`src/rtl/isa_space_pkg.sv`:
```
package isa_space_pkg;
   typedef enum logic {
      NS_NATIVE  = 1'b0,
      NS_FOREIGN = 1'b1
   } ns_mode_e;

   localparam int unsigned SEL_BIT = 0;
endpackage

```
`src/rtl/isa_space_check.sv`:
```
module isa_space_check #(
   parameter int unsigned DATA_W = 32,
   parameter int unsigned CODE_W = 7,
   parameter logic [DATA_W-2:0] NATIVE_MASK = '0,
   parameter logic [(1<<CODE_W)-1:0] FOREIGN_SUPPORT = '0
) (
   input  logic [DATA_W-1:0] wr_data_i,
   output logic              legal_o
);
   import isa_space_pkg::*;

   localparam int unsigned FLAG_W = DATA_W - 1;
   localparam int unsigned RSV_LO = CODE_W + 1;

   logic [FLAG_W-1:0] flag_ok;
   logic              native_ok;
   logic              foreign_ok;
   logic              code_ok;
   logic              rsv_clear;
   ns_mode_e          req_mode;

   assign req_mode = ns_mode_e'(wr_data_i[SEL_BIT]);

   // each native flag is checked on its own, as if it were a separate register
   for (genvar gi = 0; gi < FLAG_W; gi++) begin : g_flag
      if (NATIVE_MASK[gi]) begin : g_impl
         assign flag_ok[gi] = 1'b1;
      end else begin : g_absent
         assign flag_ok[gi] = ~wr_data_i[gi+1];
      end
   end
   assign native_ok = &flag_ok;

   // foreign lookup: a table with no entries collapses to constant refusal
   if (FOREIGN_SUPPORT == '0) begin : g_no_foreign
      assign code_ok = 1'b0;
   end else begin : g_foreign_tbl
      assign code_ok = FOREIGN_SUPPORT[wr_data_i[CODE_W:1]];
   end

   assign rsv_clear  = (wr_data_i[DATA_W-1:RSV_LO] == '0);
   assign foreign_ok = code_ok & rsv_clear;
   assign legal_o    = (req_mode == NS_FOREIGN) ? foreign_ok : native_ok;

   // zero is always an acceptable value
   always_comb begin
      if (wr_data_i == '0) begin
         a_r7_zero_legal: assert (legal_o) else $error("zero write refused");
      end
   end
endmodule

```
`src/rtl/isa_space_store.sv`:
```
module isa_space_store #(
   parameter int unsigned DATA_W = 32
) (
   input  logic              clk,
   input  logic              rst_n,
   input  logic              load_i,
   input  logic [DATA_W-1:0] d_i,
   output logic [DATA_W-1:0] q_o
);
   always_ff @(posedge clk) begin
      if (!rst_n) begin
         q_o <= '0;
      end else if (load_i) begin
         q_o <= d_i;
      end
   end

   a_r2_legal_lands: assert property (@(posedge clk) disable iff (!rst_n)
      load_i |=> (q_o == $past(d_i)))
      else $error("legal write not stored");
endmodule

```
`src/rtl/isa_space_decode.sv`:
```
module isa_space_decode #(
   parameter int unsigned DATA_W = 32,
   parameter int unsigned CODE_W = 7
) (
   input  logic [DATA_W-1:0] q_i,
   output logic              foreign_o,
   output logic [CODE_W-1:0] idx_o,
   output logic [DATA_W-2:0] flags_o
);
   import isa_space_pkg::*;

   ns_mode_e mode;
   assign mode = ns_mode_e'(q_i[SEL_BIT]);

   always_comb begin
      foreign_o = 1'b0;
      idx_o     = '0;
      flags_o   = '0;
      case (mode)
         NS_FOREIGN: begin
            foreign_o = 1'b1;
            idx_o     = q_i[CODE_W:1];
         end
         default: begin
            flags_o = q_i[DATA_W-1:1];
         end
      endcase
   end
endmodule

```
`src/rtl/isa_space_reg.sv`:
```
module isa_space_reg #(
   parameter int unsigned DATA_W = 32,
   parameter int unsigned CODE_W = 7,
   parameter logic [DATA_W-2:0] NATIVE_MASK = 31'h0000_0003,
   parameter logic [(1<<CODE_W)-1:0] FOREIGN_SUPPORT =
      (128'd1 << 8) | (128'd1 << 9) | (128'd1 << 64)
) (
   input  logic              clk,
   input  logic              rst_n,
   input  logic              wr_en_i,
   input  logic [31:0]       wr_data_i,
   output logic [31:0]       rd_data_o,
   output logic              trap_o,
   output logic              foreign_o,
   output logic [6:0]        foreign_idx_o,
   output logic [30:0]       native_flags_o
);
   initial begin
      a_cfg_width: assert (DATA_W == 32) else $error("DATA_W must be 32");
      a_cfg_code: assert (CODE_W == 7) else $error("CODE_W must be 7");
   end

   logic legal;
   logic load;

   isa_space_check #(
      .DATA_W(DATA_W), .CODE_W(CODE_W),
      .NATIVE_MASK(NATIVE_MASK), .FOREIGN_SUPPORT(FOREIGN_SUPPORT)
   ) u_check (
      .wr_data_i(wr_data_i),
      .legal_o  (legal)
   );

   assign load   = wr_en_i & legal;
   assign trap_o = wr_en_i & ~legal;

   isa_space_store #(.DATA_W(DATA_W)) u_store (
      .clk   (clk),
      .rst_n (rst_n),
      .load_i(load),
      .d_i   (wr_data_i),
      .q_o   (rd_data_o)
   );

   isa_space_decode #(.DATA_W(DATA_W), .CODE_W(CODE_W)) u_decode (
      .q_i      (rd_data_o),
      .foreign_o(foreign_o),
      .idx_o    (foreign_idx_o),
      .flags_o  (native_flags_o)
   );

   a_r3_trap_keeps: assert property (@(posedge clk) disable iff (!rst_n)
      trap_o |=> (rd_data_o == $past(rd_data_o)))
      else $error("trapping write changed register");

   a_r8_trap_needs_write: assert property (@(posedge clk) disable iff (!rst_n)
      !wr_en_i |-> !trap_o)
      else $error("trap without write");

   a_r9_views_exclusive: assert property (@(posedge clk) disable iff (!rst_n)
      foreign_o |-> (native_flags_o == '0))
      else $error("flags visible in foreign mode");

   a_r9_no_idx_native: assert property (@(posedge clk) disable iff (!rst_n)
      !foreign_o |-> (foreign_idx_o == '0))
      else $error("code visible in native mode");

   a_r6_reserved_zero: assert property (@(posedge clk) disable iff (!rst_n)
      foreign_o |-> (rd_data_o[31:8] == '0))
      else $error("reserved bits stored in foreign mode");
endmodule

```
`config.mk`:
```
export PLATFORM = sky130hd
export DESIGN_NAME = isa_space_reg
export DESIGN_NICKNAME = d
export VERILOG_FILES = /design/src/rtl/isa_space_pkg.sv /design/src/rtl/isa_space_check.sv /design/src/rtl/isa_space_store.sv /design/src/rtl/isa_space_decode.sv /design/src/rtl/isa_space_reg.sv
export SDC_FILE = /design/constraint.sdc
export NUM_CORES = 1
export LEC_CHECK = 0
export BUFFER_PORTS_ARGS = -buffer_cell sky130_fd_sc_hd__clkbuf_2
export CORE_ASPECT_RATIO = 1.75
export CORE_MARGIN = 4
export CORE_UTILIZATION = 39
export CTS_CLUSTER_SIZE = 30
export DETAILED_ROUTE_END_ITERATION = 8
export PLACE_DENSITY = 0.87
export SETUP_SLACK_MARGIN = 0.15
export SLEW_MARGIN = 5
export SYNTH_ARGS = -nofsm -noshare
export SYNTH_HDL_FRONTEND = slang
export SYNTH_SLANG_ARGS = --single-unit
```
`constraint.sdc`:
```
create_clock -name clk -period 1.99 [get_ports clk]
set_input_delay 0.199 -clock clk [delete_from_list [all_inputs] [get_ports clk]]
set_output_delay 0.199 -clock clk [all_outputs]
set_load 0.005 [all_outputs]
```
== Word level (Yosys, flattened, before mapping) ==
Memory sizes are Yosys's and may differ from the RTL's.
Index checks and enable logic that the tools add are counted.
W data, S select, Z words.

* Memories kept: 1
* Register bits after elaboration: 32
* Bits in read-only memories: 128
* Output and inout bits: 72
* Word-level logic and storage cells: 43
* Bits of input ports: 35

{| class="wikitable"
|+ Memory list
! memory !! words !! bits a word !! rd ports !! clocked after memory_dff !! wr ports !! RTL line !! RTL
|-
| (no name shown) || 128 || 1 || 1 || 0 || 0 || isa_space_check.sv:38 || <nowiki>assign code_ok = FOREIGN_SUPPORT[wr_data_i[CODE_W:1]];</nowiki>
|}

* $lt $le $gt $ge: 1
* Muxes and demuxes: 5
* Bitwise logic cells: 33
* Reduce and logical (&&, ||, !) cells: 2

{| class="wikitable"
|+ Operators with widths
! cell !! number
|-
| $mux W31 || 1
|-
| $not A1 Y1 || 30
|-
| $reduce_and A29 Y1 || 1
|-
| $logic_not A24 Y1 || 1
|-
| $lt A7 B8 Y1 const B || 1
|-
| $mux W7 || 1
|-
| $and A1 B1 Y1 || 3
|-
| $mux W1 || 3
|}

== Longest topological paths before layout ==
* Depth in word-level cells: 6
* Gate-level depth with buffers: 7

== Modules after synthesis ==
A second synthesis with hierarchy kept.

* Cell total of the unflattened synthesis: 162
* Area, all modules: 1655.3 µm²

{| class="wikitable"
|+ By module, submodules not included
! module !! times used !! seq. area each (µm²) !! cells each !! area each (µm²)
|-
| isa_space_store || 1 || 640.6 || 103 || 1243.7
|-
| isa_space_decode || 1 || 0.0 || 43 || 296.5
|-
| isa_space_check || 1 || 0.0 || 14 || 98.8
|-
| isa_space_reg || 1 || 0.0 || 2 || 16.3
|}

== Least setup slack after synthesis ==
OpenSTA, ideal clock, no wires.

* Kind: input port to flip-flop
* From: input port wr_data_i[24]
* To: register u_store.q_o[10]
* Data required time: 1.877 ns
* Cell stages on the path: 7
* Buffers on the path: 2
* Data arrival time: 1.529 ns
* Setup time: 0.113 ns
* Setup slack: 0.348 ns
* Path through: or4_4 nor2_4 and4_1 buf_6 a21oi_4 buf_6 and2_4

* Word-level cells in the longest chain between the ends: 4
* Elaborated cells between the ends (all ways): 6
* Classes of those cells: 1 x mux; 3 x bitwise; 2 x reduce/logical

{| class="wikitable"
|+ Ends and longest elaborated chain
! item !! RTL line !! RTL
|-
| start, declared || isa_space_reg.sv:11 || <nowiki>input logic [31:0] wr_data_i,</nowiki>
|-
| $logic_not A24 Y1 or $not A1 Y1 (tied branches) || isa_space_check.sv:41, isa_space_check.sv:29 ||
|-
| $and A1 B1 Y1 or $reduce_and A29 Y1 (tied branches) || isa_space_check.sv:42, isa_space_check.sv:32 ||
|-
| $mux W1 (*) || isa_space_check.sv:43 || <nowiki>assign legal_o = (req_mode == NS_FOREIGN) ? foreign_ok : native_ok;</nowiki>
|-
| $and A1 B1 Y1 (*) || isa_space_reg.sv:34 || <nowiki>assign load = wr_en_i & legal;</nowiki>
|-
| end signal, assigned || isa_space_store.sv:14 || <nowiki>q_o <= d_i;</nowiki>
|-
| end, declared || isa_space_store.sv:8 || <nowiki>output logic [DATA_W-1:0] q_o</nowiki>
|}

Mark *: on every way between the ends. The rest lies on a longest branch, timed or not.
A chain may end at the register's enable or synchronous reset.

== Final worst setup path ==
* From: input port wr_data_i[5]
* To: register u_store.q_o[13]

* Word-level cells in the longest chain between the ends: 5
* Elaborated cells between the ends (all ways): 7
* Classes of those cells: 2 x mux; 3 x bitwise; 1 x reduce/logical; 1 x memory

{| class="wikitable"
|+ Ends and longest elaborated chain
! item !! RTL line !! RTL
|-
| $mem_v2 Z128 W1 || - ||
|-
| $mux W1 (not written as such) || isa_space_check.sv:38 ||
|-
| $and A1 B1 Y1 || isa_space_check.sv:42 || <nowiki>assign foreign_ok = code_ok & rsv_clear;</nowiki>
|-
| $mux W1 (*) || isa_space_check.sv:43 ||
|-
| $and A1 B1 Y1 (*) || isa_space_reg.sv:34 ||
|}

Mark *: on every way between the ends. The rest lies on a longest branch, timed or not. The select of a mux whose other input is x is not followed.

==> flow_results.org <==
** Outcome
- Result of the run :: finished, final reports clean

** Routing
- Summed over all nets, wire length on met2 after detailed routing comes to 2040 um.
- The final route contains approximately 1400 vias.
- Met3 wire len :: 258 um
- For this block, wires on met1 add up to approximately 1200 um.
- Routed signal wires occupy layers up through met4.
- Iteration-0 DRC count of the detailed router :: 5
- Overall routed net length :: around 3600 um
- Drc violations :: 0
- After detailed routing, the number of vias per cell comes to 4.66.
- Before antenna repair, the detailed router went through 2 iterations.
- In the final routed layout, each cell accounts on average for about 12 um.
- In this run the remaining antenna-violating nets after routing total 0.

** Clock tree
- CTS sink cnt :: 32
- The number of setup buffers added after CTS is 0.
- TritonCTS clock tree :: done
- Root cell of the clock tree :: sky130_fd_sc_hd__clkbuf_8
- Number of H-tree levels :: 2
- Resized cells post-CTS :: 0
- The clock passes through at most 2 buffers.
- Clock-pin slew was measured on the worst setup and hold paths at 60 ps.
- Clock Latency Late Sink :: between 200 and 300 ps
- Number of buffers added to fix hold violations after cts :: 0
- In this run, CTS created clock tree buffers numbering 5.

** Synth
- Synthesis instantiated 26 different standard cells from the library.
- The synthesized design contains 0 enable-type register cells.
- sky130_fd_sc_hd__dfxtp_1 takes more of the synthesized area than any other cell.
- Summed over its instances, the top area cell type makes up 45.2% of the synthesized netlist area.
- Sorting the synthesized cells by area gives the leading types as sky130_fd_sc_hd__dfxtp_1 (45%), sky130_fd_sc_hd__nor2b_1 (14%), sky130_fd_sc_hd__and2_4 (12%), sky130_fd_sc_hd__and2_1 (6.2%), sky130_fd_sc_hd__buf_6 (2.4%).
- Dividing the synthesized area by the synthesized cell count gives between 10 and 15 um^2.
- Warnings from Yosys :: 0
- Synthesized area :: 1420 um^2
- By count the netlist is led by sky130_fd_sc_hd__dfxtp_1 (32), sky130_fd_sc_hd__nor2b_1 (32), sky130_fd_sc_hd__and2_4 (20).
- Nets in the synthesized netlist :: 176
- Top FF cell, synth :: sky130_fd_sc_hd__dfxtp_1
- Of all flip-flops after synthesis, the portion carrying an async set or reset was 0%.
- Sequential cell area fraction in the yosys report :: 45.2%
- Counting flops and latches in the post-synthesis netlist gives 32.
- Number of standard cells after synthesis :: between 100 and 150

** Global routing
- Global route overflow :: 0
- The initial antenna violation count is 0.
- Across every metal layer, demand over resource in global routing totals around 16%.
- Entering global routing, the biggest net connects 39 pins.
- The first global-routing pass estimated 5700 um of wire.
- Number of global-route vias before repair :: 1321

** Setup path
- Data arrival time of the critical path :: around 1700 ps
- Along the worst path, the maximum fanout reaches 27.
- Req. time, crit path :: ~2200 ps
- Kind of end point of the critical path :: flop
- Critical Setup Path Class :: in2reg
- Setup slack of the most critical reg-to-reg path :: 1300 ps
- STA classifies the critical path startpoint as an input pin.

** STA
- The max-slew violation total from the final report is 0.
- For the pin with the worst max-slew slack, the measured transition is 663 ps.
- The number of endpoints with negative hold slack in the final report was 0.
- Maximum clock skew at final layout :: 0 ps
- Top achievable clock speed :: 0.647 GHz
- Final total negative setup slack :: 0 ps
- Setup repair after global routing missed its margin :: no
- Setup violations remaining at the end of the flow were counted as 0.
- Final period utilization :: between 70% and 80%
- Period minus WS final :: 1550 ps
- In this run the tightest slew margin relative to its limit is 55.3%.

** Floorplan
- Placement row count :: 28
- In this run the count of I/O pins placed on the die edge is 107.
- Effective utilization at floorplan :: 41.3%
- Measured along the y axis, the die boundary spans 87.7 um.
- Total Die Area :: roughly 4700 um^2
- Chip width :: 53.6 um
- The floorplan step defined a core boundary enclosing 3430 um^2.

** Job
- Max-cap violations :: 0

** Power
- The worst-case IR drop observed on VDD is between 0.3 and 0.4 mV.
- The analysis attributes to cell leakage a power of 0.00110 uW.
- Areal power density over the cells :: a little under 600 nW/um^2

** Finish
- The number of antenna diodes in the final layout is 0.
- Sequential cell area :: 641 um^2
- After the last flow step, the layout net total stands at between 200 and 300.
- The multi-input combinational cells in the finished layout cover a total of approximately 720 um^2.
- Filler cells :: 335
- The register with the most flip-flops in the layout has 32 of them.
- More flip-flops sit in one register than any other, and that register is u_store.q_o.
- Largest registers :: u_store.q_o (32)
- Relative to the synthesized area, the layout overhead comes to 45.3%.
- At the end of the flow the core is filled with cells to 59.9%.
- Layout cells sized above 1 :: 56.9%

** Placed design
- Port buffering added 106 buffers.
- Final weighted congestion of routability-driven global placement :: 0.699
- Placed wire-length estimate after detailed placement :: 3020 um

** Hold path
- The min-delay analysis places its worst path in the category in2reg.
## per-stage QoR
| stage | hold slack, ps | setup WS [ps] | instances | instance area, um^2 | total power (uW) |
|---|---|---|---|---|---|
| after global placement | 460 | 164 | 286 | 1960 | 718 |
| final | 175 | 445 | 293 | 2060 | 1220 |
| after CTS | 173 | 423 | 293 | 2060 | 1240 |
| after detailed placement | 460 | 140 | 286 | 1960 | 720 |
| after floorplan | 347 | 348 | 141 | 1420 | 679 |
| after global routing | 196 | 307 | 293 | 2060 | 1260 |
## cell families after synthesis
family / count (synthesis) / share of synthesized area (%)
DFF: 32 / 45.2
buffers and inverters: 9 / 4.24
AOI/OAI and AO/OA: 15 / 7.51
and+or+nand+nor: 85 / 43.0
## critical path, stage by stage
cell and delay [ps]:
sky130_fd_sc_hd__clkbuf_2 80, sky130_fd_sc_hd__or2_2 310, sky130_fd_sc_hd__o41ai_2 550, sky130_fd_sc_hd__a21oi_4 310, sky130_fd_sc_hd__and2_1 250
## cells in the final DEF, fill, tap and decap left out, drive strengths merged
| cell | instances |
|---|---|
| o41a | 1 |
| nand4 | 1 |
| or4 | 1 |
| nor4 | 5 |
| nand2b | 1 |
| nand3 | 5 |
| clkbuf | 113 |
| and4 | 2 |
| or2 | 1 |
| nor4b | 1 |
| nor3b | 1 |
| o21a | 1 |
| o21ai | 6 |
| nor2b | 32 |
| nor2 | 1 |
| o41ai | 1 |
| and2 | 34 |
| inv | 1 |
| dfxtp | 32 |
| buf | 2 |
| a21oi | 6 |
## metal layers
metal,track usage [%],vias up
met3,3.07,6
met1,16.6,612
met4,7.67,0
li1,-,676
met5,0,-
met2,30.3,72
## power by group
| part | internal, uW | switching [uW] |
|---|---|---|
| clock | 307 | 207 |
| sequential | 641 | 0.000000115 |
| combinational | 32.4 | 31.8 |
| total | 980 | 238 |
## path summary, 6_finish.rpt
| check | start | endpoint | cells past startpoint |
|---|---|---|---|
| hold reg to reg | u_store.q_o[14]$_SDFFE_PN0P_ | u_store.q_o[14]$_SDFFE_PN0P_ | 1 |
| setup / recovery | wr_data_i[5] | u_store.q_o[13]$_SDFFE_PN0P_ | 5 |
| setup reg to reg | u_store.q_o[4]$_SDFFE_PN0P_ | u_store.q_o[4]$_SDFFE_PN0P_ | 2 |
| hold / removal | wr_data_i[2] | u_store.q_o[2]$_SDFFE_PN0P_ | 3 |
## area by class of cell
cell class	instances	share of cell area, %
Clock buffer	7	4.68
Inverter	1	0.182
Multi-Input combinational cell	100	34.8
Sequential cell	32	31.1
Tap cell	45	2.74
Timing Repair Buffer	108	26.5
No activity file was read; power rests on OpenSTA's default activity.
